[config.mk]
export PLATFORM = sky130hd
export DESIGN_NAME = tflag_alu
export DESIGN_NICKNAME = d
export VERILOG_FILES = /design/src/rtl/tflag_alu_pkg.sv /design/src/rtl/tflag_alu_dec.sv /design/src/rtl/tflag_alu_dp.sv /design/src/rtl/tflag_alu.sv
export SDC_FILE = /design/constraint.sdc
export NUM_CORES = 1
export LEC_CHECK = 0
export BUFFER_PORTS_ARGS = -buffer_cell sky130_fd_sc_hd__buf_2
export CAP_MARGIN = 20
export CORE_ASPECT_RATIO = 0.7
export CORE_MARGIN = 2
export CORE_UTILIZATION = 50
export CTS_BUF_LIST = sky130_fd_sc_hd__clkbuf_4 sky130_fd_sc_hd__clkbuf_8 sky130_fd_sc_hd__clkbuf_16
export DETAILED_ROUTE_END_ITERATION = 6
export GPL_TIMING_DRIVEN = 0
export PLACE_DENSITY = 0.89
export SLEW_MARGIN = 20
export SYNTH_ARGS = -nofsm -noshare
export SYNTH_HDL_FRONTEND = slang
export SYNTH_HIERARCHICAL = 1
export SYNTH_SLANG_ARGS = --single-unit
[constraint.sdc]
create_clock -name clk_i -period 0.8 [get_ports clk_i]
set_input_delay 0.12 -clock clk_i [delete_from_list [all_inputs] [get_ports clk_i]]
set_output_delay 0.12 -clock clk_i [all_outputs]
set_load 0.01 [all_outputs]
[src/rtl/tflag_alu_pkg.sv]
package tflag_alu_pkg;
  typedef enum logic [3:0] {
    OP_ILL,
    OP_DEC_TST,
    OP_SEXT_B,
    OP_SEXT_H,
    OP_ZEXT_B,
    OP_ZEXT_H,
    OP_NEG,
    OP_NEG_B,
    OP_SUB,
    OP_SUB_B
  } alu_op_e;
endpackage

[src/rtl/tflag_alu_dec.sv]
module tflag_alu_dec
  import tflag_alu_pkg::*;
(
  input  logic [15:0] insn_i,
  output alu_op_e     op_o
);
  logic [3:0] major, minor;
  assign major = insn_i[15:12];
  assign minor = insn_i[3:0];

  always_comb begin
    op_o = OP_ILL;
    unique case (major)
      4'h4: if (insn_i[7:0] == 8'h10) op_o = OP_DEC_TST;
      4'h6: begin
        case (minor)
          4'hE: op_o = OP_SEXT_B;
          4'hF: op_o = OP_SEXT_H;
          4'hC: op_o = OP_ZEXT_B;
          4'hD: op_o = OP_ZEXT_H;
          4'hB: op_o = OP_NEG;
          4'hA: op_o = OP_NEG_B;
          default: op_o = OP_ILL;
        endcase
      end
      4'h3: begin
        case (minor)
          4'h8: op_o = OP_SUB;
          4'hA: op_o = OP_SUB_B;
          default: op_o = OP_ILL;
        endcase
      end
      default: op_o = OP_ILL;
    endcase
  end
endmodule

[src/rtl/tflag_alu_dp.sv]
module tflag_alu_dp
  import tflag_alu_pkg::*;
#(
  parameter int DATA_W = 32
) (
  input  alu_op_e           op_i,
  input  logic [DATA_W-1:0] rm_i,
  input  logic [DATA_W-1:0] rn_i,
  input  logic              t_i,
  output logic [DATA_W-1:0] res_o,
  output logic              res_we_o,
  output logic              t_o,
  output logic              t_we_o,
  output logic              ill_o
);
  localparam int BYTE_W = 8;
  localparam int HALF_W = 16;

  logic [DATA_W-1:0] sub_a, sub_b;
  logic              sub_cin;
  logic [DATA_W:0]   diff;

  // single shared subtractor; bit DATA_W is the unsigned borrow
  assign diff = {1'b0, sub_a} - {1'b0, sub_b} - {{DATA_W{1'b0}}, sub_cin};

  always_comb begin
    sub_a   = rn_i;
    sub_b   = rm_i;
    sub_cin = 1'b0;
    unique case (op_i)
      OP_DEC_TST: sub_b = DATA_W'(1);
      OP_NEG:     sub_a = '0;
      OP_NEG_B: begin sub_a = '0; sub_cin = t_i; end
      OP_SUB_B:   sub_cin = t_i;
      default: ;
    endcase
  end

  always_comb begin
    res_o    = '0;
    res_we_o = 1'b1;
    t_o      = t_i;
    t_we_o   = 1'b0;
    ill_o    = 1'b0;
    unique case (op_i)
      OP_DEC_TST: begin
        res_o  = diff[DATA_W-1:0];
        t_o    = (diff[DATA_W-1:0] == '0);
        t_we_o = 1'b1;
      end
      OP_SEXT_B: res_o = {{(DATA_W-BYTE_W){rm_i[BYTE_W-1]}}, rm_i[BYTE_W-1:0]};
      OP_SEXT_H: res_o = {{(DATA_W-HALF_W){rm_i[HALF_W-1]}}, rm_i[HALF_W-1:0]};
      OP_ZEXT_B: res_o = {{(DATA_W-BYTE_W){1'b0}}, rm_i[BYTE_W-1:0]};
      OP_ZEXT_H: res_o = {{(DATA_W-HALF_W){1'b0}}, rm_i[HALF_W-1:0]};
      OP_NEG, OP_SUB: res_o = diff[DATA_W-1:0];
      OP_NEG_B, OP_SUB_B: begin
        res_o  = diff[DATA_W-1:0];
        t_o    = diff[DATA_W];
        t_we_o = 1'b1;
      end
      default: begin
        res_we_o = 1'b0;
        ill_o    = 1'b1;
      end
    endcase
  end
endmodule

[src/rtl/tflag_alu.sv]
module tflag_alu
  import tflag_alu_pkg::*;
#(
  parameter int DATA_W = 32
) (
  input  logic              clk_i,
  input  logic              rst_ni,
  input  logic [15:0]       insn_i,
  input  logic [DATA_W-1:0] rm_i,
  input  logic [DATA_W-1:0] rn_i,
  input  logic              t_i,
  output logic [DATA_W-1:0] rn_o,
  output logic              rn_we_o,
  output logic              t_o,
  output logic              t_we_o,
  output logic              illegal_o
);
  alu_op_e           op;
  logic [DATA_W-1:0] res_d;
  logic              res_we_d, t_d, t_we_d, ill_d;

  tflag_alu_dec u_dec (
    .insn_i (insn_i),
    .op_o   (op)
  );

  tflag_alu_dp #(.DATA_W(DATA_W)) u_dp (
    .op_i     (op),
    .rm_i     (rm_i),
    .rn_i     (rn_i),
    .t_i      (t_i),
    .res_o    (res_d),
    .res_we_o (res_we_d),
    .t_o      (t_d),
    .t_we_o   (t_we_d),
    .ill_o    (ill_d)
  );

  always_ff @(posedge clk_i or negedge rst_ni) begin
    if (!rst_ni) begin
      rn_o      <= '0;
      rn_we_o   <= 1'b0;
      t_o       <= 1'b0;
      t_we_o    <= 1'b0;
      illegal_o <= 1'b0;
    end else begin
      rn_o      <= res_d;
      rn_we_o   <= res_we_d;
      t_o       <= t_d;
      t_we_o    <= t_we_d;
      illegal_o <= ill_d;
    end
  end
endmodule

==> results of run 1 <==
==> worst max path at each step <==
stage,start,to
2_1_floorplan,insn_i[6],t_o$_DFF_PN0_
3_3_place_gp,insn_i[6],t_o$_DFF_PN0_
3_5_place_dp,insn_i[12],t_o$_DFF_PN0_
4_1_cts,insn_i[15],t_o$_DFF_PN0_
5_1_grt,insn_i[12],t_o$_DFF_PN0_
6_report,insn_i[13],t_o$_DFF_PN0_
==> flip-flops by register name (all words and copies together) (netlist names) <==
register,flops
t_we_o,1
illegal_o,1
rn_we_o,1
t_o,1
rn_o,32
==> metrics by stage <==
stage | std cells | setup TNS, ns | power (uW) | setup WS (ns) | hold slack (ns)
after floorplan | 535 | -74.77 | 4891 | -2.909 | -0.1756
after global placement | 750 | -95.66 | 5774 | -3.652 | 0.2321
after detailed placement | 750 | -101.08 | 5899 | -3.833 | 0.2626
after CTS | 792 | -80.45 | 9092 | -3.027 | -0.03451
after global routing | 812 | -93.24 | 10890 | -3.899 | 0.02081
final | 813 | -90.86 | 10610 | -3.861 | -0.03422
==> final cells by class <==
cell class / instances / area (um2)
Antenna cell: 1 / 2.502
Timing Repair Buffer: 171 / 1164
Sequential cell: 36 / 900.9
Fill cell: 413 / 1394
Inverter: 64 / 242.7
Tap cell: 101 / 126.4
Multi-Input combinational cell: 414 / 3805
Buffer: 19 / 219.0
Clock buffer: 7 / 152.6
==> cell families (layout without fill, tap and decap cells) <==
kind of cell / after synthesis / count (layout)
xor gates and xnor gates: 34 / 34
DFF: 36 / 36
and+or+nand+nor: 181 / 181
muxes: 1 / 1
buffers and inverters: 85 / 261
AOI/OAI and AO/OA: 136 / 136
other: 0 / 1
adders and majority gates: 62 / 62
==> timing repair <==
item / CTS / global route
gates resized for setup: 89 / 88
gates cloned: 2 / 1
endpoints found under the setup margin: 72 / 72
hold endpoints to repair: 36 / 0
buffers inserted: 37 / 23
pin swaps: 47 / 69
==> routing by layer <==
metal	routed length [um]	up-vias
met5	0	-
met4	1563	0
li1	-	2177
met2	8527	573
met1	7040	2429
met3	2755	190
==> cells in the final DEF, fill, tap and decap left out, types with 6 or more instances in the layout <==
master / instances
xor2_1: 9
buf_2: 105
a21o_1: 18
clkbuf_8: 6
clkbuf_16: 9
xnor2_2: 7
inv_1: 55
xnor2_1: 7
dfrtp_1: 36
a21oi_4: 6
inv_2: 8
xor2_2: 9
o21ai_2: 14
ha_4: 15
nand3_1: 6
nand2_1: 60
nor2b_1: 26
o21ai_0: 10
buf_6: 21
o21ai_1: 17
buf_4: 41
a21oi_1: 18
nor2_1: 20
nand4_1: 12
ha_1: 43
nand2_2: 7
==> worst max-delay path: stages <==
cell and delay, ns:
buf_2 0.12, and2_4 0.17, nand2_1 0.08, nor2_1 0.05
buf_4 0.16, nor4b_4 0.35, buf_6 0.20, clkbuf_16 0.16
buf_12 0.11, nor2b_1 0.04, ha_1 0.29, inv_1 0.07
ha_1 0.40, clkbuf_1 0.25, a21o_1 0.24, a21oi_1 0.44
o21ai_0 0.28, a21o_1 0.24, a31oi_1 0.16, xor2_1 0.23
and4b_1 0.26, nand3_2 0.10, o31ai_2 0.30
==> power groups by stage <==
| stage | clock, uW | combinational (uW) | sequential, uW |
|---|---|---|---|
| final | 2070 | 6650 | 1880 |
| after floorplan | 0 | 2950 | 1940 |
| after global routing | 2180 | 6820 | 1890 |
| after detailed placement | 0 | 3990 | 1910 |
| after CTS | 2050 | 5160 | 1880 |
| after global placement | 0 | 3860 | 1910 |
==> qor.csv, run 1 <==
stage;metric;value;unit
outcome;status;finished, violations left;
outcome;failing checks;hold timing, setup timing;
logic_synthesis;Post-synth EDFFs;0;
logic_synthesis;syn nets;680;
routing;number of antenna-violating nets in the routed design;0;
flow_run;maxcap violations;0;
sta;RSZ-0062 raised after global routing;yes;
logic_synthesis;Synth top cells by count;nand2_1 (67), inv_1 (64), ha_1 (60);
setup_path;CP arrival;4.83;ns
global_route;Global Route met3 Usage;6.567;%
routing;Via-to-Cell Ratio;6.604;
global_route;total grt overflow;0;
sta;Slew HR;37.99;%
logic_synthesis;ys flop type;dfrtp_1;
setup_path;Crit Path Max Fanout;7;
logic_synthesis;Synth area leaders;dfrtp_1 (21%), ha_1 (18%), nand2_1 (6.0%), inv_1 (5.7%), o21ai_0 (5.2%);
floorplanning;die span in x;113.7;um
logic_synthesis;Synth Cell Area;4210;um2
logic_synthesis;Adder-Cell Fraction of Synth Area;18.78;%
cells_and_area;post-layout util;82.59;%
placed_design;placed cell areas;5187;um2
placed_design;PortBufs;114;
setup_path;Critical Path Sink Type;register;
sta;Fin. Hold Viols;36;
setup_path;Crit path required time;0.97;ns
global_route;largest net degree at the start of global routing;37;
pwr;Logic pwr share;62.7;%
floorplanning;row count;27;
floorplanning;Initial Util;52.59;%
logic_synthesis;Synth Area in XOR/XNOR;7.073;%
sta;Final setup viols;72;
cells_and_area;area delta synth->final;57.06;%
logic_synthesis;Yosys top cell by area;dfrtp_1;
floorplanning;core box area;8006;um2
logic_synthesis;register bit total from synthesis;36;
logic_synthesis;Post-synth ARST share;100.0;%
routing;final WL;19890;um
cells_and_area;Post-Layout Inst Area;6613;um2
logic_synthesis;most common cell in the synthesized netlist;nand2_1;
global_route;initial antenna violation count;0;
clock_tree;clk buf depth;2;
pwr;NetSw;4507;uW
clock_tree;Root Buffer;clkbuf_16;
worst_hold_path;type of the worst min-delay path;in -> async;
global_route;global-route wire length before repair;23690;um
logic_synthesis;largest family of logic cells by synthesized area;simple AND/OR/NAND/NOR gates;
pwr;maximum VDD drop;0.8968;mV
logic_synthesis;sequential-to-total area share from yosys stat;21.40;%
sta;Final Max Tran Viols;0;
logic_synthesis;compound-cell area share of the yosys netlist;21.84;%
logic_synthesis;Mapped Avg Cell Area;7.870;um2
setup_path;crit start category;input port;
sta;Slew @ Worst Pin;0.9302;ns
routing;routed length per instance;24.46;um
sta;fmax;214.6;MHz
pwr;Flop pwr share;17.8;%
sta;Worst Setup Slack, final;-3.861;ns
sta;fin crit share;582.6;%
logic_synthesis;simple-gate share of the synthesized area;22.41;%
clock_tree;CTS tree;built;
cells_and_area;share of cells above drive strength 1;45.99;%
global_route;met2 Use GR;55.63;%
clock_tree;clock-pin transition on the worst setup and hold timing paths;0.06;ns
clock_tree;clk sinks;36;
routing;DRC Markers;0;
floorplanning;Die ar.;9183;um2
cells_and_area;Final nets;856;
global_route;vias in the first global route;4683;
logic_synthesis;mux contribution to synthesized area;0.2377;%
placed_design;global placement routability congestion;0.9336;
sta;minimum hold slack;-0.03422;ns
logic_synthesis;Ys Warns;6;
placed_design;Post-DP HPWL;10080;um
clock_tree;TritonCTS buffer count;5;
routing;routed vias;5369;
pwr;pwr dens;1604;nW/um2
pwr;Int Pwr;6098;uW
global_route;GRT Max-Usage Layer;met2;
global_route;grt met1 use;41.73;%
floorplanning;Die Height;80.78;um
pwr;Leak;0.003340;uW
setup_path;Setup CP Type;in -> reg;
logic_synthesis;Post-Syn Instances;535;
pwr;Clk pwr share;19.5;%
logic_synthesis;share of the synthesized area in the top cell type;21.40;%
sta;Final min period;4.661;ns
routing;1st-pass router iterations;7;
logic_synthesis;count of cell types in the netlist;64;
global_route;Tot GR Track Use;32.91;%
routing;initial detailed-routing violation count;901;
floorplanning;Top Ports;119;
clock_tree;H-tree depth;2;
pwr;switching share of total power;42.50;%
Note: power is estimated with default switching activity, not from simulation.
==> run 2: changes to the inputs <==
Settings changed: CORE_MARGIN 2 to 1.5, CTS_CLUSTER_SIZE set to 25.
==> qor.csv, run 2 (synthesis results as in run 1) <==
stage;metric;value;unit;change
floorplanning;die span in x;112.7;um;-0.88%
cells_and_area;share of cells above drive strength 1;48.25;%;+2.3 points
pwr;pwr dens;1625;nW/um2;+1.3%
global_route;total grt overflow;0;;unchanged
setup_path;crit start category;input port;;
routing;1st-pass router iterations;7;;unchanged
clock_tree;clk sinks;36;;unchanged
global_route;Tot GR Track Use;35.65;%;+2.7 points
worst_hold_path;type of the worst min-delay path;in -> async;;
pwr;Leak;0.003391;uW;+1.5%
routing;DRC Markers;17;;+17
floorplanning;row count;27;;unchanged
placed_design;Cells after DPL;750;;unchanged
sta;minimum hold slack;-0.04775;ns;-0.01353 ns
clock_tree;Root Buffer;clkbuf_16;;
routing;initial detailed-routing violation count;909;;+0.89%
cells_and_area;FILL cells;373;;-9.7%
sta;fmax;213.1;MHz;-0.68%
setup_path;Crit Path Max Fanout;7;;unchanged
sta;Final Max Tran Viols;0;;unchanged
clock_tree;clk buf depth;2;;unchanged
clock_tree;CTS tree;built;;
placed_design;global placement routability congestion;0.9435;;+1.1%
outcome;status;finished, violations left;;
flow_run;maxcap violations;0;;unchanged
cells_and_area;Biggest register;rn_o;;
global_route;largest net degree at the start of global routing;37;;unchanged
routing;routed vias;5594;;+4.2%
setup_path;Setup crit end;t_o$_DFF_PN0_;;
placed_design;Post-DP HPWL;10000;um;-0.78%
floorplanning;Top Ports;119;;unchanged
clock_tree;clock-pin transition on the worst setup and hold timing paths;0.07;ns;about the same
sta;Final min period;4.693;ns;+0.03213 ns
cells_and_area;most frequent cells in the layout;buf_2 (105), nand2_1 (62), inv_1 (53);;
cells_and_area;area delta synth->final;61.57;%;
clock_tree;TritonCTS buffer count;5;;unchanged
sta;RSZ-0062 raised after global routing;yes;;
floorplanning;Initial Util;52.59;%;unchanged
cells_and_area;Final nets;858;;+0.23%
sta;Slew HR;39.56;%;+1.6 points
routing;routed length per instance;26.94;um;+10%
setup_path;Crit path required time;0.97;ns;about the same
setup_path;Critical Path Sink Type;register;;
global_route;global-route wire length before repair;24840;um;+4.9%
cells_and_area;commonest non-fill, non-tap cell in the layout;buf_2;;
setup_path;CP startpoint;insn_i[13];;
setup_path;Setup CP Type;in -> reg;;
floorplanning;core box area;8006;um2;unchanged
sta;Slew @ Worst Pin;0.9033;ns;-0.02691 ns
cells_and_area;post-route insts no fill;815;;+0.25%
cells_and_area;max reg flops;32;;unchanged
routing;final WL;21960;um;+10%
routing;number of antenna-violating nets in the routed design;0;;unchanged
global_route;initial antenna violation count;2;;+2
clock_tree;H-tree depth;2;;unchanged
floorplanning;Die ar.;8989;um2;-2.1%
setup_path;CP arrival;4.86;ns;+0.03 ns
global_route;vias in the first global route;4984;;+6.4%
sta;Fin. Hold Viols;36;;unchanged
outcome;failing checks;DRC, hold timing, setup timing;;
floorplanning;Die Height;79.78;um;-1.2%
routing;Via-to-Cell Ratio;6.864;;+3.9%
sta;Worst Setup Slack, final;-3.893;ns;-0.03213 ns
placed_design;PortBufs;114;;unchanged
sta;fin crit share;586.6;%;+4.0 points
pwr;maximum VDD drop;0.9641;mV;+7.5%
sta;Final setup viols;72;;unchanged
## run 2: worst max-delay path, stage by stage
cell	delay, ns
buf_6	0.10
and2_4	0.17
and3_4	0.18
buf_6	0.14
nor4b_4	0.36
buf_6	0.20
clkbuf_16	0.14
or2_4	0.11
fa_2	0.19
inv_2	0.06
fa_2	0.47
nand2b_4	0.21
a21oi_4	0.16
xor2_2	0.38
o2111ai_2	0.36
nor2_1	0.21
nand4_1	0.15
nand3b_1	0.25
nor4b_2	0.31
nand4_1	0.21
o31ai_4	0.35
## run 2: worst min-delay path by stage
| stage | slack [ns] | cells past startpoint | start | to |
|---|---|---|---|---|
| after floorplan | -0.18 | 0 | rst_ni | illegal_o$_DFF_PN0_ |
| after detailed placement | 0.28 | 1 | rst_ni | rn_o[3]$_DFF_PN0_ |
| after global routing | 0.007 | 1 | rst_ni | rn_o[4]$_DFF_PN0_ |
| after global placement | 0.24 | 1 | rst_ni | rn_o[2]$_DFF_PN0_ |
| after CTS | -0.02 | 1 | rst_ni | rn_o[15]$_DFF_PN0_ |
| final | -0.05 | 1 | rst_ni | rn_o[3]$_DFF_PN0_ |
## run 2: what timing repair did
action                                  4_1_cts  5_1_grt
gates cloned                                  1        1
setup buffers                                31       26
hold endpoints to repair                     36        0
gates resized for setup                     121       86
pin swaps                                    55       62
endpoints found under the setup margin       72       72
## run 2: layer usage
layer	up-vias	wire length (um)	share of wire [%]	GRT usage (%)
met5	-	62	0.28	0
met4	4	2358	11	21.01
met3	268	3444	16	6.226
met2	635	8836	40	60.73
met1	2498	7259	33	42.74
li1	2189	-	-	-
## run 2: layout make-up
| class | instances | area, um2 | share of cell area, % |
|---|---|---|---|
| inverter | 64 | 242.7 | 3.568 |
| buffer | 20 | 247.7 | 3.642 |
| timing repair buffer | 172 | 1170 | 17.20 |
| sequential | 36 | 900.9 | 13.24 |
| multi-input combinational | 414 | 3960 | 58.21 |
| antenna | 1 | 2.502 | 0.03679 |
| tap | 101 | 126.4 | 1.858 |
| clock buffer | 7 | 152.6 | 2.244 |
## run 2: per-stage QoR
step / power (uW) / utilization [%] / cell area, um2 / TNS [ns] / setup WS [ns]
2_1_floorplan: 4891 / - / 4491 / -74.77 / -2.909
3_3_place_gp: 5774 / 64.79 / 5187 / -95.99 / -3.624
3_5_place_dp: 5880 / 64.79 / 5187 / -101.96 / -3.775
4_1_cts: 9074 / 76.79 / 6148 / -80.25 / -3.075
5_1_grt: 11220 / 84.94 / 6800 / -97.01 / -3.902
6_report: 11050 / 84.97 / 6803 / -94.97 / -3.893
## run 2: power by group
part / switching, uW / internal [uW]
Sequential: 22.9 / 1870
Combinational: 3980 / 3030
Clock: 836 / 1310
